`config.mk`:
```
export PLATFORM = sky130hd
export DESIGN_NAME = irq_entry_ctrl
export DESIGN_NICKNAME = d
export VERILOG_FILES = /design/src/rtl/irq_entry_pkg.sv /design/src/rtl/irq_entry_arb.sv /design/src/rtl/irq_save_pair.sv /design/src/rtl/irq_status_mux.sv /design/src/rtl/irq_entry_ctrl.sv
export SDC_FILE = /design/constraint.sdc
export NUM_CORES = 1
export LEC_CHECK = 0
export CAP_MARGIN = 20
export CORE_ASPECT_RATIO = 0.9
export CORE_MARGIN = 2
export CORE_UTILIZATION = 43
export DETAILED_ROUTE_END_ITERATION = 6
export PLACE_DENSITY = 0.86
export RECOVER_POWER = 25
export SYNTH_ARGS = -nofsm -noshare
export SYNTH_HDL_FRONTEND = slang
export SYNTH_HIERARCHICAL = 1
export SYNTH_SLANG_ARGS = --single-unit
export TNS_END_PERCENT = 20
```
`constraint.sdc`:
```
create_clock -name clk_i -period 4.55 [get_ports clk_i]
set_input_delay 0.91 -clock clk_i [delete_from_list [all_inputs] [get_ports clk_i]]
set_output_delay 0.91 -clock clk_i [all_outputs]
set_load 0.05 [all_outputs]
```
`src/rtl/irq_entry_pkg.sv`:
```
package irq_entry_pkg;
  localparam int unsigned NUM_LVL  = 2;
  localparam int unsigned NORM_IDX = 0;
  localparam int unsigned CRIT_IDX = 1;
  localparam int unsigned NE_BIT   = 0;
  localparam int unsigned CE_BIT   = 1;

  // status enable bit owned by a level
  function automatic int unsigned en_bit(input int unsigned lvl);
    return (lvl == CRIT_IDX) ? CE_BIT : NE_BIT;
  endfunction
endpackage

```
`src/rtl/irq_entry_arb.sv`:
```
module irq_entry_arb #(
  parameter int unsigned NL = 2
) (
  input  logic [NL-1:0] req_i,
  input  logic [NL-1:0] en_i,
  input  logic [NL-1:0] ret_i,
  output logic          take_o,
  output logic [NL-1:0] take_lvl_o,
  output logic [NL-1:0] ret_lvl_o
);
  logic blk_take, blk_ret;

  // highest index wins; any return blocks a take
  always_comb begin
    blk_take   = |ret_i;
    blk_ret    = 1'b0;
    take_lvl_o = '0;
    ret_lvl_o  = '0;
    for (int i = NL - 1; i >= 0; i--) begin
      if (!blk_take && req_i[i] && en_i[i]) begin
        take_lvl_o[i] = 1'b1;
        blk_take      = 1'b1;
      end
      if (!blk_ret && ret_i[i]) begin
        ret_lvl_o[i] = 1'b1;
        blk_ret      = 1'b1;
      end
    end
  end

  assign take_o = |take_lvl_o;
endmodule

```
`src/rtl/irq_save_pair.sv`:
```
module irq_save_pair #(
  parameter int unsigned AW = 32,
  parameter int unsigned SW = 8
) (
  input  logic          clk_i,
  input  logic          rst_ni,
  input  logic          we_i,
  input  logic [AW-1:0] pc_d_i,
  input  logic [SW-1:0] st_d_i,
  output logic [AW-1:0] pc_q_o,
  output logic [SW-1:0] st_q_o
);
  always_ff @(posedge clk_i or negedge rst_ni) begin
    if (!rst_ni) begin
      pc_q_o <= '0;
      st_q_o <= '0;
    end else if (we_i) begin
      pc_q_o <= pc_d_i;
      st_q_o <= st_d_i;
    end
  end
endmodule

```
`src/rtl/irq_status_mux.sv`:
```
module irq_status_mux
  import irq_entry_pkg::*;
#(
  parameter int unsigned AW = 32,
  parameter int unsigned SW = 8
) (
  input  logic [SW-1:0]      status_i,
  input  logic [NUM_LVL-1:0] take_lvl_i,
  input  logic [NUM_LVL-1:0] ret_lvl_i,
  input  logic [AW-1:0]      sv_pc_i [NUM_LVL],
  input  logic [SW-1:0]      sv_st_i [NUM_LVL],
  output logic [SW-1:0]      status_nxt_o,
  output logic [AW-1:0]      ret_pc_o
);
  always_comb begin
    status_nxt_o = status_i;
    ret_pc_o     = '0;
    for (int l = 0; l < NUM_LVL; l++) begin
      // entry masks its own level and every lower one
      if (take_lvl_i[l]) begin
        for (int k = 0; k <= l; k++) status_nxt_o[en_bit(k)] = 1'b0;
      end
    end
    for (int l = 0; l < NUM_LVL; l++) begin
      if (ret_lvl_i[l]) begin
        status_nxt_o = sv_st_i[l];
        ret_pc_o     = sv_pc_i[l];
      end
    end
  end
endmodule

```
`src/rtl/irq_entry_ctrl.sv`:
```
module irq_entry_ctrl
  import irq_entry_pkg::*;
#(
  parameter int unsigned   AW       = 32,
  parameter int unsigned   SW       = 8,
  parameter int unsigned   CW       = 4,
  parameter logic [AW-1:0] CRIT_VEC = 32'h0000_0100,
  parameter logic [AW-1:0] NORM_VEC = 32'h0000_0500
) (
  input  logic          clk_i,
  input  logic          rst_ni,
  input  logic          crit_req_i,
  input  logic          norm_req_i,
  input  logic [AW-1:0] pc_i,
  input  logic [SW-1:0] status_i,
  input  logic [CW-1:0] cause_i,
  input  logic          crit_ret_i,
  input  logic          norm_ret_i,
  output logic          take_o,
  output logic          take_crit_o,
  output logic [AW-1:0] vector_o,
  output logic          status_load_o,
  output logic [SW-1:0] status_nxt_o,
  output logic          pc_load_o,
  output logic [AW-1:0] ret_pc_o,
  output logic [AW-1:0] nsave_pc_o,
  output logic [SW-1:0] nsave_st_o,
  output logic [AW-1:0] csave_pc_o,
  output logic [SW-1:0] csave_st_o,
  output logic [CW-1:0] syndrome_o
);
  logic [NUM_LVL-1:0] req, en, ret, take_lvl, ret_lvl;
  logic [AW-1:0]      sv_pc [NUM_LVL];
  logic [SW-1:0]      sv_st [NUM_LVL];
  logic [CW-1:0]      syn_q;

  always_comb begin
    req = '0;
    ret = '0;
    req[CRIT_IDX] = crit_req_i;
    req[NORM_IDX] = norm_req_i;
    ret[CRIT_IDX] = crit_ret_i;
    ret[NORM_IDX] = norm_ret_i;
    for (int l = 0; l < NUM_LVL; l++) en[l] = status_i[en_bit(l)];
  end

  irq_entry_arb #(.NL(NUM_LVL)) u_arb (
    .req_i      (req),
    .en_i       (en),
    .ret_i      (ret),
    .take_o     (take_o),
    .take_lvl_o (take_lvl),
    .ret_lvl_o  (ret_lvl)
  );

  for (genvar g = 0; g < NUM_LVL; g++) begin : g_lvl
    irq_save_pair #(.AW(AW), .SW(SW)) u_pair (
      .clk_i  (clk_i),
      .rst_ni (rst_ni),
      .we_i   (take_lvl[g]),
      .pc_d_i (pc_i),
      .st_d_i (status_i),
      .pc_q_o (sv_pc[g]),
      .st_q_o (sv_st[g])
    );
  end

  irq_status_mux #(.AW(AW), .SW(SW)) u_mux (
    .status_i     (status_i),
    .take_lvl_i   (take_lvl),
    .ret_lvl_i    (ret_lvl),
    .sv_pc_i      (sv_pc),
    .sv_st_i      (sv_st),
    .status_nxt_o (status_nxt_o),
    .ret_pc_o     (ret_pc_o)
  );

  always_ff @(posedge clk_i or negedge rst_ni) begin
    if (!rst_ni)     syn_q <= '0;
    else if (take_o) syn_q <= cause_i;
  end

  assign take_crit_o   = take_lvl[CRIT_IDX];
  assign vector_o      = take_lvl[CRIT_IDX] ? CRIT_VEC :
                         take_lvl[NORM_IDX] ? NORM_VEC : '0;
  assign pc_load_o     = |ret_lvl;
  assign status_load_o = take_o | pc_load_o;
  assign nsave_pc_o    = sv_pc[NORM_IDX];
  assign nsave_st_o    = sv_st[NORM_IDX];
  assign csave_pc_o    = sv_pc[CRIT_IDX];
  assign csave_st_o    = sv_st[CRIT_IDX];
  assign syndrome_o    = syn_q;
endmodule

```
# After elaboration in Yosys (flattened, before gate mapping)

Index checks and enable logic that the tools add are counted.

Register bits after elaboration: 84
Input port bits: 50
Word-level logic and storage cells: 30

Muxes and demuxes: 13
Bitwise gates (word level): 1
Reduce and logical (&&, ||, !) cells: 11

Operators with widths:

| cell              | count |
|---|---|
| $mux 32           | 2 |
| $mux 11           | 2 |
| $mux 8            | 2 |
| $mux 1            | 6 |
| $reduce_or 2->1   | 3 |
| $logic_and 1x1->1 | 5 |
| $logic_not 1->1   | 3 |
| $mux 2            | 1 |
| $or 1x1->1        | 1 |

# Longest topological paths before layout

Word-level depth: 13
Depth in mapped cells: 5
Gate-level depth less buffers: 4

# Modules after synthesis

Netlist, hierarchy kept.

Modules (own cells, without submodules):

| module         | instances | cells an instance | area an instance (um^2) | seq. area each (um^2) |
|---|---|---|---|---|
| irq_save_pair  | 2         | 84                | 1496.4                  | 1001.0 |
| irq_status_mux | 1         | 69                | 516.7                   | 0.0 |
| irq_entry_ctrl | 1         | 43                | 399.1                   | 100.1 |
| irq_entry_arb  | 1         | 7                 | 53.8                    | 0.0 |

# Worst setup path after synthesis

OpenSTA, ideal clock, no wires.

Path kind: input-to-output
From: input port status_i[1]
To: output port vector_o[10]
Arrival: 3.314 ns
Setup slack: 0.326 ns
Cell stages on the path: 3
Path through: nand2_1 -> nor3_1 -> nor2b_1

RTL lines:

| element           | RTL line             | source |
|---|---|---|
| from (decl)       | irq_entry_ctrl.sv:15 | `input logic [SW-1:0] status_i,` |
| $logic_and 1x1->1 | irq_entry_arb.sv:20  | `if (!blk_take && req_i[i] && en_i[i]) begin` |
| $mux 1            | irq_entry_arb.sv:20  |  |
| net take_crit_o   | irq_entry_ctrl.sv:20 | `output logic take_crit_o,` |
| $mux 11           | irq_entry_ctrl.sv:84 | `assign vector_o = take_lvl[CRIT_IDX] ? CRIT_VEC :` |
| to (decl)         | irq_entry_ctrl.sv:21 | `output logic [AW-1:0] vector_o,` |

The timed path passes the listed nets, and every way through them passes these cells.

# Worst setup path after layout

From: input port status_i[0]
To: output port take_o

Word-level cells in the longest chain between the ends: 3

RTL lines:

| element           | RTL line             | source |
|---|---|---|
| $logic_and 1x1->1 | irq_entry_arb.sv:20  |  |
| $mux 1            | irq_entry_arb.sv:20  |  |
| $reduce_or 2->1   | irq_entry_arb.sv:31  | `assign take_o = \|take_lvl_o;` |
| to (decl)         | irq_entry_ctrl.sv:19 | `output logic take_o,` |

No other way between the ends.

==> impl_metrics.ini <==
[grt]
grt_use_total = 0.198
grt_pass1_vias = 2926
grt_max_degree = 85
antenna_found_initial = 0
overflow = 0
grt_pass1_wl_um = 15500

[pwr]
power_density_nw_per_um2 = 559
leakage_nw = 2.67
ir_drop_mv = 0.323

[setup_path]
cp-start-kind = input port
r2r_end = g_lvl[1].u_pair/st_q_o[3]
timing.critical_path.to = take_o
critPathMaxFanout = 6
cp_slowest_stage_delay_ps = 910
worstPathCellList = clkdlybuf4s50_1 -> nand2_1 -> a211oi_2 -> clkdlybuf4s50_1
critPathBufInv = 2
crit_start = status_i[0]
worst-path-stages = 4
crit_top_cell = clkdlybuf4s50_1
cp.required_ps = 3640
path_class = in2out
critPathArrivalTime_ps = 3010
end_kind = output port
r2r_cells = 1
r2r-start = g_lvl[1].u_pair/st_q_o[3]
critPathTopFamily = buffers and inverters
rrSetupSlack_ps = 3740
slowest_stage = clkdlybuf4s50_1

[final_layout]
diodes = 0
fill_cells = 656
finalNetCount = 516
area_growth_pct = 57.5
drive_gt1_frac = 0.340
final_util = 0.690

[detailed_routing]
viasPerCell = 5.02
first_pass_iters = 4
drtIter0Drc = 59
postRouteAntennaNets = 0
wl_um = 10100
wl_per_cell_um = 17.0
drc_errors = 0
num_vias = 2979

[logic_synthesis]
synth_area_leaders = dfrtp_1, mux2_2, a22o_1
netlist_instances = 287
synthArstFlopShare = 1.00
synth-edff-count = 0
syn_area_per_cell_um2 = 13.8
synth_seq_area_share = 0.530
synth_top_flop_cell = dfrtp_1
yosysTopAreaCell = dfrtp_1
synth_top_cells_by_count = dfrtp_1, mux2_2, a22o_1
synth.cell_area_um2 = 3960
yosys_warnings = 6
synth_top_area_frac = 0.530
synthDistinctLibCells = 23
ys_seq_elements = 84

[timing]
relSlewSlack = -0.176
rsz0062_at_grt = false
setup_ws_ps = 631
period_share = 0.861
fmax_mhz = 255
setup_violations = 0
worstMarginPinSlew_ps = 1760
tns_ps = 0
period_minus_slack_ps = 3920
hold_violations = 0
drv_slew = 36
final.setup_skew_ps = 0

[die]
num_io_pins = 210
coreArea_um2 = 9040
die_w_um = 105
initial_core_util = 0.438
die-height_um = 95.1
die_area_um2 = 10000
rows = 33

[cts]
cts_tree = built
clockBufferDepth = 2
clk_latency_ps = 330
cts_buffers = 9
clkTransAtPathRegs_ps = 80
cts_num_sinks = 84
post-cts-setup-buffers = 0
cts-resized-gates = 0
htree_levels = 3
postCtsHoldBufs = 0
cts.root.buffer_cell = clkbuf_8

[hold_path]
hp-class = reg2reg

[outcome]
outcome = finished with violations
violations = capacitance limit, slew limit

[place]
pre_cts_ws_ps = 654
dp_hpwl_um = 7280
port_buffers = 179
place_congestion = 0.757

[job]
drv_cap = 1
[kinds of logic (layout without fill, tap and decap cells)]
logic type      Yosys count  in the layout  share of synthesized area
mux                      90             90                      0.254
flops                    84             84                      0.530
buf+inv                  49            204                     0.0947
compound gates           42             42                     0.0871
simple gates             21             21                     0.0328
other cells               1             30                   0.000946
[layer usage]
layer	GRT usage	up-vias	routed length (um)
met5	0	-	0
met2	0.347	137	5130
li1	-	1329	-
met4	0.0533	0	93
met3	0.0588	10	765
met1	0.241	1503	4100
[how the worst min path moves through the flow]
stage                           endpoint          start  slack, ps  cells past startpoint
6_report                   syndrome_o[3]  syndrome_o[3]        510                      1
5_1_grt                    syndrome_o[3]  syndrome_o[3]        520                      1
4_1_cts                    syndrome_o[3]  syndrome_o[3]        510                      1
3_5_place_dp               syndrome_o[3]  syndrome_o[3]        500                      1
3_3_place_gp               syndrome_o[3]  syndrome_o[3]        500                      1
2_1_floorplan  g_lvl[0].u_pair/pc_q_o[0]         rst_ni        610                      0
[flip-flops by register name, summed over array words and instances, names as in the netlist]
register	count
g_lvl.u_pair/pc_q_o	64
g_lvl.u_pair/st_q_o	16
syndrome_o	4
[metrics by stage]
stage / instance area (um^2) / cells / power [mW] / hold WS (ps)
2_1_floorplan: 4070 / 316 / 2.20 / 614
3_3_place_gp: 6010 / 576 / 2.87 / 497
3_5_place_dp: 6010 / 576 / 2.90 / 495
4_1_cts: 6240 / 592 / 3.52 / 514
5_1_grt: 6240 / 593 / 3.63 / 518
6_report: 6240 / 593 / 3.49 / 512
[power breakdown]
group          switching (mW)  total, mW  internal, mW
logic                    1.13       1.82         0.686
registers               0.142       1.06         0.919
clock network           0.251      0.614         0.364
[layout by cell type (no fill, tap or decap), types with 3 or more instances in the layout]
cell,instances
dfrtp_1,84
nand2_1,9
bufinv_16,3
o21ai_1,6
buf_4,19
clkbuf_8,9
clkbuf_1,3
conb_1,30
mux2_2,84
buf_12,33
mux2i_1,6
a22o_1,32
clkdlybuf4s50_1,133
nor2b_1,3
[cell type report]
cell class / count / area, um^2 / share of cell area
Multi-Input combinational cell: 183 / 1610 / 0.258
Clock buffer: 11 / 131 / 0.0210
Timing Repair Buffer: 188 / 2150 / 0.344
Sequential cell: 84 / 2100 / 0.337
Tap cell: 122 / 153 / 0.0245
Clock inverter: 5 / 100 / 0.0160
Power figures use the tool's default switching activity.
